`src/rtl/pg_perm_pkg.sv`:
```
package pg_perm_pkg;

  typedef enum logic [2:0] {
    CAUSE_NONE        = 3'd0,
    CAUSE_NOT_PRESENT = 3'd1,
    CAUSE_RESERVED    = 3'd2,
    CAUSE_PRIV        = 3'd3,
    CAUSE_NOEXEC      = 3'd4,
    CAUSE_SUP_EXEC    = 3'd5,
    CAUSE_SUP_ACCESS  = 3'd6,
    CAUSE_SHADOW      = 3'd7
  } cause_e;

  typedef enum logic [1:0] {
    ACC_READ  = 2'd0,
    ACC_WRITE = 2'd1,
    ACC_FETCH = 2'd2
  } acc_e;

  // strobes from control to datapath
  typedef struct packed {
    logic step;     // accept a non-terminal entry, fold attributes
    logic capture;  // accept the terminal entry, latch result
    logic clear;    // restart accumulators
  } strobe_t;

  // summary word layout
  localparam int SUM_W      = 12;
  localparam int SUM_NX     = 0;
  localparam int SUM_WR     = 1;
  localparam int SUM_USR    = 2;
  localparam int SUM_GLB    = 8;
  localparam int SUM_MT_LO  = 9;

  // entry bit positions
  localparam int ENT_P   = 0;
  localparam int ENT_RW  = 1;
  localparam int ENT_US  = 2;
  localparam int ENT_D   = 6;
  localparam int ENT_G   = 8;

endpackage

```
`src/rtl/pg_perm_dp.sv`:
```
module pg_perm_dp
  import pg_perm_pkg::*;
#(
  parameter int                  ENTRY_W  = 64,
  parameter logic [ENTRY_W-1:0]  RSV_MASK = 64'h7FF0_0000_0000_0000,
  parameter int                  MT_W     = 3,
  parameter logic [MT_W-1:0]     MT_WB    = 3'd6
) (
  input  logic               clk,
  input  logic               rstN,
  input  strobe_t            stb,
  input  logic [ENTRY_W-1:0] entryData,
  input  logic               entryLeaf,
  input  logic [MT_W-1:0]    entryMemType,
  input  logic [1:0]         accKind,
  input  logic               accUser,
  input  logic               accShadow,
  input  logic               ctlWrProt,
  input  logic               ctlNxEn,
  input  logic               ctlSupExecProt,
  input  logic               ctlSupAccProt,
  input  logic               ctlAcOverride,
  input  logic               ctlGlobalEn,
  input  logic               pagingOn,
  output logic               terminal,
  output logic               fault,
  output logic [2:0]         faultCause,
  output logic [SUM_W-1:0]   summary
);

  localparam int NX_BIT = ENTRY_W - 1;
  localparam logic [ENTRY_W-1:0] NX_ONLY = ENTRY_W'(1) << NX_BIT;

  logic accW, accU, accNx;
  logic nextW, nextU, nextNx;
  logic isFetch, isWrite;
  logic rsvHit, shadowOk;
  logic [4:0] privIdx;
  cause_e nextCause;
  logic [SUM_W-1:0] nextSummary;

  // {write-protect, user-mode, user-page, writeable-page, is-write}
  function automatic logic privOk(input logic [4:0] idx);
    if (idx[3]) return idx[2] && (!idx[0] || idx[1]);
    return !idx[0] || idx[1] || !idx[4];
  endfunction

  always_comb begin
    isFetch  = (accKind == ACC_FETCH);
    isWrite  = (accKind == ACC_WRITE);
    rsvHit   = |(entryData & (RSV_MASK | (ctlNxEn ? '0 : NX_ONLY)));
    nextW    = accW & entryData[ENT_RW];
    nextU    = accU & entryData[ENT_US];
    nextNx   = accNx | (ctlNxEn & entryData[NX_BIT]);
    privIdx  = {ctlWrProt, accUser, nextU, nextW, isWrite};
    shadowOk = accW && !entryData[ENT_RW] && entryData[ENT_D] && (nextU == accUser);
    terminal = !pagingOn || !entryData[ENT_P] || rsvHit || entryLeaf;
  end

  // ranked fault decision for the current entry
  always_comb begin
    nextCause = CAUSE_NONE;
    if (!pagingOn)                   nextCause = CAUSE_NONE;
    else if (!entryData[ENT_P])      nextCause = CAUSE_NOT_PRESENT;
    else if (rsvHit)                 nextCause = CAUSE_RESERVED;
    else if (entryLeaf) begin
      if (accShadow && !shadowOk)                  nextCause = CAUSE_SHADOW;
      else if (!accShadow && !privOk(privIdx))     nextCause = CAUSE_PRIV;
      else if (!accShadow && nextNx && isFetch)    nextCause = CAUSE_NOEXEC;
      else if (ctlSupExecProt && isFetch && !accUser && nextU)
                                                   nextCause = CAUSE_SUP_EXEC;
      else if (ctlSupAccProt && !ctlAcOverride && !isFetch && !accUser && nextU)
                                                   nextCause = CAUSE_SUP_ACCESS;
    end
  end

  always_comb begin
    nextSummary = '0;
    if (!pagingOn) begin
      nextSummary[SUM_WR]  = 1'b1;
      nextSummary[SUM_USR] = 1'b1;
      nextSummary[SUM_MT_LO +: MT_W] = MT_WB;
    end else begin
      nextSummary[SUM_NX]  = nextNx;
      nextSummary[SUM_WR]  = nextW;
      nextSummary[SUM_USR] = nextU;
      nextSummary[SUM_GLB] = ctlGlobalEn & entryData[ENT_G];
      nextSummary[SUM_MT_LO +: MT_W] = entryMemType;
    end
  end

  always_ff @(posedge clk) begin
    if (!rstN || stb.clear) begin
      accW  <= 1'b1;
      accU  <= 1'b1;
      accNx <= 1'b0;
    end else if (stb.step) begin
      accW  <= nextW;
      accU  <= nextU;
      accNx <= nextNx;
    end
  end

  always_ff @(posedge clk) begin
    if (!rstN) begin
      fault      <= 1'b0;
      faultCause <= CAUSE_NONE;
      summary    <= '0;
    end else if (stb.capture) begin
      fault      <= (nextCause != CAUSE_NONE);
      faultCause <= nextCause;
      summary    <= nextSummary;
    end
  end

endmodule

```
`src/rtl/pg_perm_ctl.sv`:
```
module pg_perm_ctl
  import pg_perm_pkg::*;
(
  input  logic    clk,
  input  logic    rstN,
  input  logic    entryValid,
  input  logic    terminal,
  output logic    entryReady,
  output logic    doneValid,
  output strobe_t stb
);

  typedef enum logic {ST_WALK, ST_REPORT} state_e;
  state_e state;
  logic   accept;

  always_comb begin
    entryReady  = (state == ST_WALK);
    doneValid   = (state == ST_REPORT);
    accept      = entryValid && entryReady;
    stb.step    = accept && !terminal;
    stb.capture = accept && terminal;
    stb.clear   = (state == ST_REPORT);
  end

  always_ff @(posedge clk) begin
    if (!rstN)                state <= ST_WALK;
    else if (stb.capture)     state <= ST_REPORT;
    else if (state == ST_REPORT) state <= ST_WALK;
  end

endmodule

```
`src/rtl/pg_perm_check.sv`:
```
module pg_perm_check
  import pg_perm_pkg::*;
(
  input  logic        clk,
  input  logic        rstN,
  input  logic        entryValid,
  output logic        entryReady,
  input  logic [63:0] entryData,
  input  logic        entryLeaf,
  input  logic [2:0]  entryMemType,
  input  logic [1:0]  accKind,
  input  logic        accUser,
  input  logic        accShadow,
  input  logic        ctlWrProt,
  input  logic        ctlNxEn,
  input  logic        ctlSupExecProt,
  input  logic        ctlSupAccProt,
  input  logic        ctlAcOverride,
  input  logic        ctlGlobalEn,
  input  logic        pagingOn,
  output logic        doneValid,
  output logic        fault,
  output logic [2:0]  faultCause,
  output logic [11:0] summary
);

  strobe_t stb;
  logic    terminal;

  pg_perm_ctl u_ctl (
    .clk        (clk),
    .rstN       (rstN),
    .entryValid (entryValid),
    .terminal   (terminal),
    .entryReady (entryReady),
    .doneValid  (doneValid),
    .stb        (stb)
  );

  pg_perm_dp #(
    .ENTRY_W (64),
    .MT_W    (3)
  ) u_dp (
    .clk            (clk),
    .rstN           (rstN),
    .stb            (stb),
    .entryData      (entryData),
    .entryLeaf      (entryLeaf),
    .entryMemType   (entryMemType),
    .accKind        (accKind),
    .accUser        (accUser),
    .accShadow      (accShadow),
    .ctlWrProt      (ctlWrProt),
    .ctlNxEn        (ctlNxEn),
    .ctlSupExecProt (ctlSupExecProt),
    .ctlSupAccProt  (ctlSupAccProt),
    .ctlAcOverride  (ctlAcOverride),
    .ctlGlobalEn    (ctlGlobalEn),
    .pagingOn       (pagingOn),
    .terminal       (terminal),
    .fault          (fault),
    .faultCause     (faultCause),
    .summary        (summary)
  );

endmodule

```
`config.mk`:
```
export PLATFORM = sky130hd
export DESIGN_NAME = pg_perm_check
export DESIGN_NICKNAME = d
export VERILOG_FILES = /design/src/rtl/pg_perm_pkg.sv /design/src/rtl/pg_perm_dp.sv /design/src/rtl/pg_perm_ctl.sv /design/src/rtl/pg_perm_check.sv
export SDC_FILE = /design/constraint.sdc
export NUM_CORES = 1
export LEC_CHECK = 0
export BUFFER_PORTS_ARGS = -buffer_cell sky130_fd_sc_hd__buf_2
export CORE_UTILIZATION = 30
export DETAILED_ROUTE_END_ITERATION = 10
export HOLD_SLACK_MARGIN = 0.1
export PLACE_DENSITY_LB_ADDON = 0.15
export SETUP_SLACK_MARGIN = 0.15
export SYNTH_ARGS = -nofsm -noshare
export SYNTH_HDL_FRONTEND = slang
export SYNTH_SLANG_ARGS = --single-unit
```
`constraint.sdc`:
```
create_clock -name clk -period 2.75 [get_ports clk]
set_clock_uncertainty 0.1 [all_clocks]
set_input_delay 0.1375 -clock clk [delete_from_list [all_inputs] [get_ports clk]]
set_output_delay 0.1375 -clock clk [all_outputs]
set_load 0.02 [all_outputs]
```
==> flow_metrics.tcl, run 1 <==
set metrics [dict create \
    overflow 0 \
    grt_max_degree 14 \
    htreeDepth 1 \
    cp-end-kind "flip-flop" \
    wirelength_mm 2.191 \
    grt_pass1_wl_mm 3.608 \
    hpwl_mm 1.731 \
    timing.final.ws_setup_ns 0.5857 \
    syn_inst 107 \
    layout_common_cells "buf_2 (47), dfxtp_1 (15), nand2_1 (13)" \
    cts_setup_buffers 0 \
    yosys_warnings 0 \
    clock-root-buffer "clkbuf_4" \
    hold_path_class "input pin to flip-flop" \
    async_flop_share_pct 0 \
    finalNonFillerCells 195 \
    fp.dieW_um 56.57 \
    post_drt_wl_per_cell_um 11.24 \
    synth_top_cell_by_area "dfxtp_1" \
    setup_viol 0 \
    synth.avg_cell_area_um2 8.349 \
    port_buffers 47 \
    track_usage_pct 14.29 \
    path_clk_slew_ns 0.08 \
    num_vias 957 \
    final_common_cell "buf_2" \
    nNetsFinal 247 \
    peakVddDrop_mv 0.3117 \
    final.setup.tns_ns 0 \
    status "complete, no violations" \
    synth_ff_type "dfxtp_1" \
    synth_edf_count 0 \
    die_y_um 56.57 \
    clock_sinks 15 \
    clkLatencyLatePin_ns 0.28 \
    n_antenna_cell 0 \
    fin_crit_ns 2.164 \
    rsz0062_at_grt "false" \
    drc 0 \
    pin_count 100 \
    drive_gt1_share_pct 34.15 \
    leakagePower_nw 0.5474 \
    seq_area_frac_synth_pct 33.61 \
    fmax_ghz 0.4621 \
    place_ws_ns 0.9498 \
    cp.required_ns 2.87 \
    finalCritPeriodShare_pct 78.70 \
    core-area_um2 2781 \
    areaGrowthSynthToFinish_pct 39.78 \
    ant_nets 0 \
    dr.first_iter.drc_count 33 \
    dp_cells 181 \
    cts_inserted_buffers 3 \
    path_max_fanout 11 \
    via_per_inst 4.908 \
    drv_slew 0 \
    cts_buffer_depth 2 \
    ys_ff_latch 15 \
    worst-setup-path-type "input pin to flip-flop" \
    rows 19 \
    gp_routability_congestion 0.7100 \
    die_area_um2 3200 \
    synth_area_leaders "dfxtp_1 (34%), a21oi_1 (6.2%), nand2_1 (5.5%)" \
    syn_area_um2 893.4 \
    start_util_pct 32.12 \
    synth_cell_types 38 \
    crit_arrival_ns 2.28 \
    hold_violations 0 \
    drt-pass1-iter-count 4 \
    power_density_nw_per_um2 382.3 \
    tritoncts "done" \
    startpoint_type "input pin" \
    grt_antenna_before_repair 0 \
    grt_pass1_vias 873 \
    synthDominantCellAreaShare_pct 33.61 \
    maxCapViolations 0 \
    whs_ns 0.1235 \
]
[report_power, final]
part	switching, mW	leakage [nW]	internal (mW)
Combinational	0.0706	0.410	0.0521
Sequential	0.00486	0.123	0.226
Clock	0.0674	0.0150	0.0564
Total	0.143	0.547	0.335
[final timing paths]
| check | slack [ns] | from | endpoint | depth (start not counted) |
|---|---|---|---|---|
| setup reg to reg | 0.62 | u_ctl.doneValid | u_dp.summary[8] | 5 |
| hold / removal | 0.12 | entryData[0] | u_dp.accNx | 3 |
| hold reg to reg | 0.36 | u_dp.summary[8] | u_dp.summary[8] | 2 |
| setup / recovery | 0.59 | pagingOn | u_dp.summary[8] | 7 |
[synth_stat cells (all sizes together), types with 2 or more instances]
| cell | instances |
|---|---|
| dfxtp | 15 |
| nand4 | 2 |
| nor3 | 3 |
| a21oi | 11 |
| nor2b | 4 |
| nor4 | 2 |
| o21ai | 6 |
| nor2 | 11 |
| o2111ai | 2 |
| inv | 8 |
| buf | 7 |
| a311oi | 2 |
| nand2 | 13 |
[per-layer routing]
layer	track usage (%)	part of all wire (%)	routed length [um]	vias up
li1	-	-	-	490
met1	17.00	45	975	422
met2	24.20	47	1024	40
met3	5.069	6.9	152	5
met4	3.833	1.8	39	0
met5	0	0	0	-
[what timing repair did]
item                                   in CTS  in global routing
endpoints found under the hold margin       9                  0
hold buffers                               10                  0
gates resized for setup                     0                  0
[area by class of cell]
type	instances	area, um^2
clock buffers	4	26.28
fillers	286	1533
inverters	8	30.03
multi-input cells	80	518.0
flip-flops and latches	15	300.3
well taps	31	38.79
repair buffers	57	335.3
[sequential cells by signal (all words and copies together), names as in the netlist]
register,flops
u_dp.faultCause,3
u_dp.fault,1
u_ctl.doneValid,1
u_dp.accNx,1
u_dp.accU,1
u_dp.accW,1
u_dp.summary,7
[cell families after synthesis]
group	synth area share, %
and+or+nand+nor	25.77
AOI/OAI and AO/OA	28.85
other	0.4198
muxes	1.260
DFF	33.61
buffers and inverters	10.08
[worst max-delay path: stages]
cell and delay (ns):
dlygate4sd3_1 0.53, buf_2 0.18, nand2_1 0.18, o31a_1 0.42
nand4_1 0.13, dlygate4sd3_1 0.57, a21oi_1 0.13
[stage by stage]
step	power, mW	cell area, um^2	util [%]
6_report	0.4774	1249	44.89
4_1_cts	0.4862	1249	44.89
5_1_grt	0.5104	1249	44.89
3_3_place_gp	0.3465	1122	40.35
3_5_place_dp	0.3489	1122	40.35
2_1_floorplan	0.3062	908.4	-
(Power assumes the default switching activity.)
==> inputs of run 2 (changes only) <==
ABC_AREA = 1   (was not set)
CORE_UTILIZATION = 29   (was 30)
clock period = 1.8 ns   (was 2.75 ns; I/O delays follow)
==> flow_metrics.tcl, run 2 <==
set metrics [dict create \
    leakagePower_nw 0.6766 \
    finalCritPeriodShare_pct 83.68 \
    drive_gt1_share_pct 27.92 \
    place_ws_ns 0.2965 \
    final.setup.tns_ns 0 \
    overflow 0 \
    synth.avg_cell_area_um2 6.125 \
    n_antenna_cell 0 \
    cp-end-kind "flip-flop" \
    ys_ff_latch 15 \
    synth_adder_area_share_pct 0 \
    yosys-top-cells-count "nand2_1 (48), nor2_1 (20), dfxtp_1 (15)" \
    dpl_cell_area_um2 1067 \
    post_drt_wl_per_cell_um 9.639 \
    async_flop_share_pct 0 \
    cp.required_ns 1.88 \
    p_total_mw 0.7266 \
    synthMuxAreaShare_pct 0 \
    cts_buffer_depth 2 \
    nNetsFinal 280 \
    status "complete, no violations" \
    synthDominantCellAreaShare_pct 36.59 \
    setup_viol 0 \
    synth_most_common_cell "nand2_1" \
    dr.first_iter.drc_count 28 \
    path_max_fanout 7 \
    track_usage_pct 15.44 \
    dp_cells 210 \
    synth_top_family_by_area "simple AND/OR/NAND/NOR gates" \
    grt_pass1_vias 958 \
    fmax_ghz 0.6639 \
    worst-setup-path-type "input pin to flip-flop" \
    regMostFlops "u_dp.summary" \
    synth_cell_types 15 \
    synth_edf_count 0 \
    die_y_um 55.20 \
    hpwl_mm 1.691 \
    grt_pass1_wl_mm 3.857 \
    clock_sinks 15 \
    drv_slew 0 \
    via_per_inst 4.463 \
    layout_common_cells "nand2_1 (47), buf_2 (47), nor2_1 (19)" \
    areaGrowthSynthToFinish_pct 49.39 \
    drc 0 \
    fin_crit_ns 1.506 \
    ant_nets 0 \
    start_util_pct 31.97 \
    wirelength_mm 2.188 \
    maxCapViolations 0 \
    rsz0062_at_grt "false" \
    port_buffers 47 \
    syn_inst 134 \
    num_vias 1013 \
    hold_path_class "input pin to flip-flop" \
    whs_ns 0.1137 \
    top_regs "u_dp.summary x7, u_dp.faultCause x3" \
    die_area_um2 3047 \
    gp_routability_congestion 0.8164 \
    synth_area_leaders "dfxtp_1 (37%), nand2_1 (22%), nor2_1 (9.1%)" \
    cts_inserted_buffers 3 \
    final_util_pct 47.76 \
    core-area_um2 2567 \
    finalNonFillerCells 227 \
    clock-root-buffer "clkbuf_4" \
    syn_area_um2 820.8 \
    fp.dieW_um 55.20 \
    synthSimpleGateAreaFrac_pct 41.77 \
    hold_violations 0 \
    yosys_warnings 0 \
    seq_area_frac_synth_pct 36.59 \
    peakVddDrop_mv 0.3804 \
    grt_antenna_before_repair 0 \
    final_area_um2 1226 \
    synth_top_cell_by_area "dfxtp_1" \
    pin_count 100 \
    drt-pass1-iter-count 4 \
    startpoint_type "input pin" \
    synthXorXnorAreaFrac_pct 0 \
    tritoncts "done" \
    synth_ff_type "dfxtp_1" \
    timing.final.ws_setup_ns 0.2938 \
    synth_compound_area_share_pct 8.537 \
    path_clk_slew_ns 0.09 \
    largest_register_ffs 7 \
    rows 18 \
    crit_arrival_ns 1.59 \
    clkLatencyLatePin_ns 0.27 \
    htreeDepth 1 \
    grt_max_degree 9 \
    power_density_nw_per_um2 592.6 \
]
## run 2: changes by cell type after synthesis, sizes merged, moves of 4 or more
cell / before / now
nand2: 13 / 48
nor2: 11 / 20
nand3: 1 / 8
inv: 8 / 14
nor2b: 4 / 0
## run 2: worst paths after layout
path / start / endpoint / slack, ns / depth (start not counted)
setup / recovery: entryData[63] / u_dp.fault / 0.29 / 11
setup reg to reg: u_dp.accU / u_dp.fault / 0.40 / 11
hold reg to reg: u_dp.accNx / u_dp.accNx / 0.36 / 2
hold / removal: entryLeaf / u_dp.faultCause[1] / 0.11 / 5
## run 2: cell type report
type,instances,area [um^2]
well taps,30,37.54
flip-flops and latches,15,300.3
repair buffers,61,370.4
inverters,14,55.05
multi-input cells,103,436.7
clock buffers,4,26.28
fillers,289,1341
## run 2: per-layer routing
layer / GRT usage (%) / share of wire, % / vias up
li1: - / - / 538
met1: 18.41 / 44 / 440
met2: 27.02 / 50 / 33
met3: 3.513 / 5.4 / 2
met4: 5.357 / 0.50 / 0
met5: 0 / 0 / -
## run 2: logic make-up (layout without fill, tap and decap cells)
family / after synthesis / count (layout)
AOI/OAI and AO/OA: 14 / 14
DFF: 15 / 15
and+or+nand+nor: 84 / 84
buffers and inverters: 20 / 79
other: 1 / 5
## run 2: repair_timing
item / in CTS / in global routing
hold buffers: 12 / 0
resized for setup: 0 / 2
setup buffers: 0 / 1
endpoints found under the hold margin: 13 / 0
setup endpoints to repair: 0 / 6
## run 2: worst max-delay path: stages
cell and delay, ns:
dlygate4sd3_1 0.54, buf_2 0.13, nand2_1 0.06, nand2_1 0.04
nor2_1 0.12, nand4_1 0.11, nand2_2 0.16, buf_4 0.17
nor2_1 0.05, nand2_1 0.07, nand2_1 0.04
## run 2: where the power goes
| group | internal [mW] | switching [mW] | total [mW] |
|---|---|---|---|
| clock | 0.0859 | 0.101 | 0.187 |
| combinational | 0.0814 | 0.104 | 0.186 |
| sequential | 0.346 | 0.00719 | 0.354 |
| total | 0.514 | 0.213 | 0.727 |
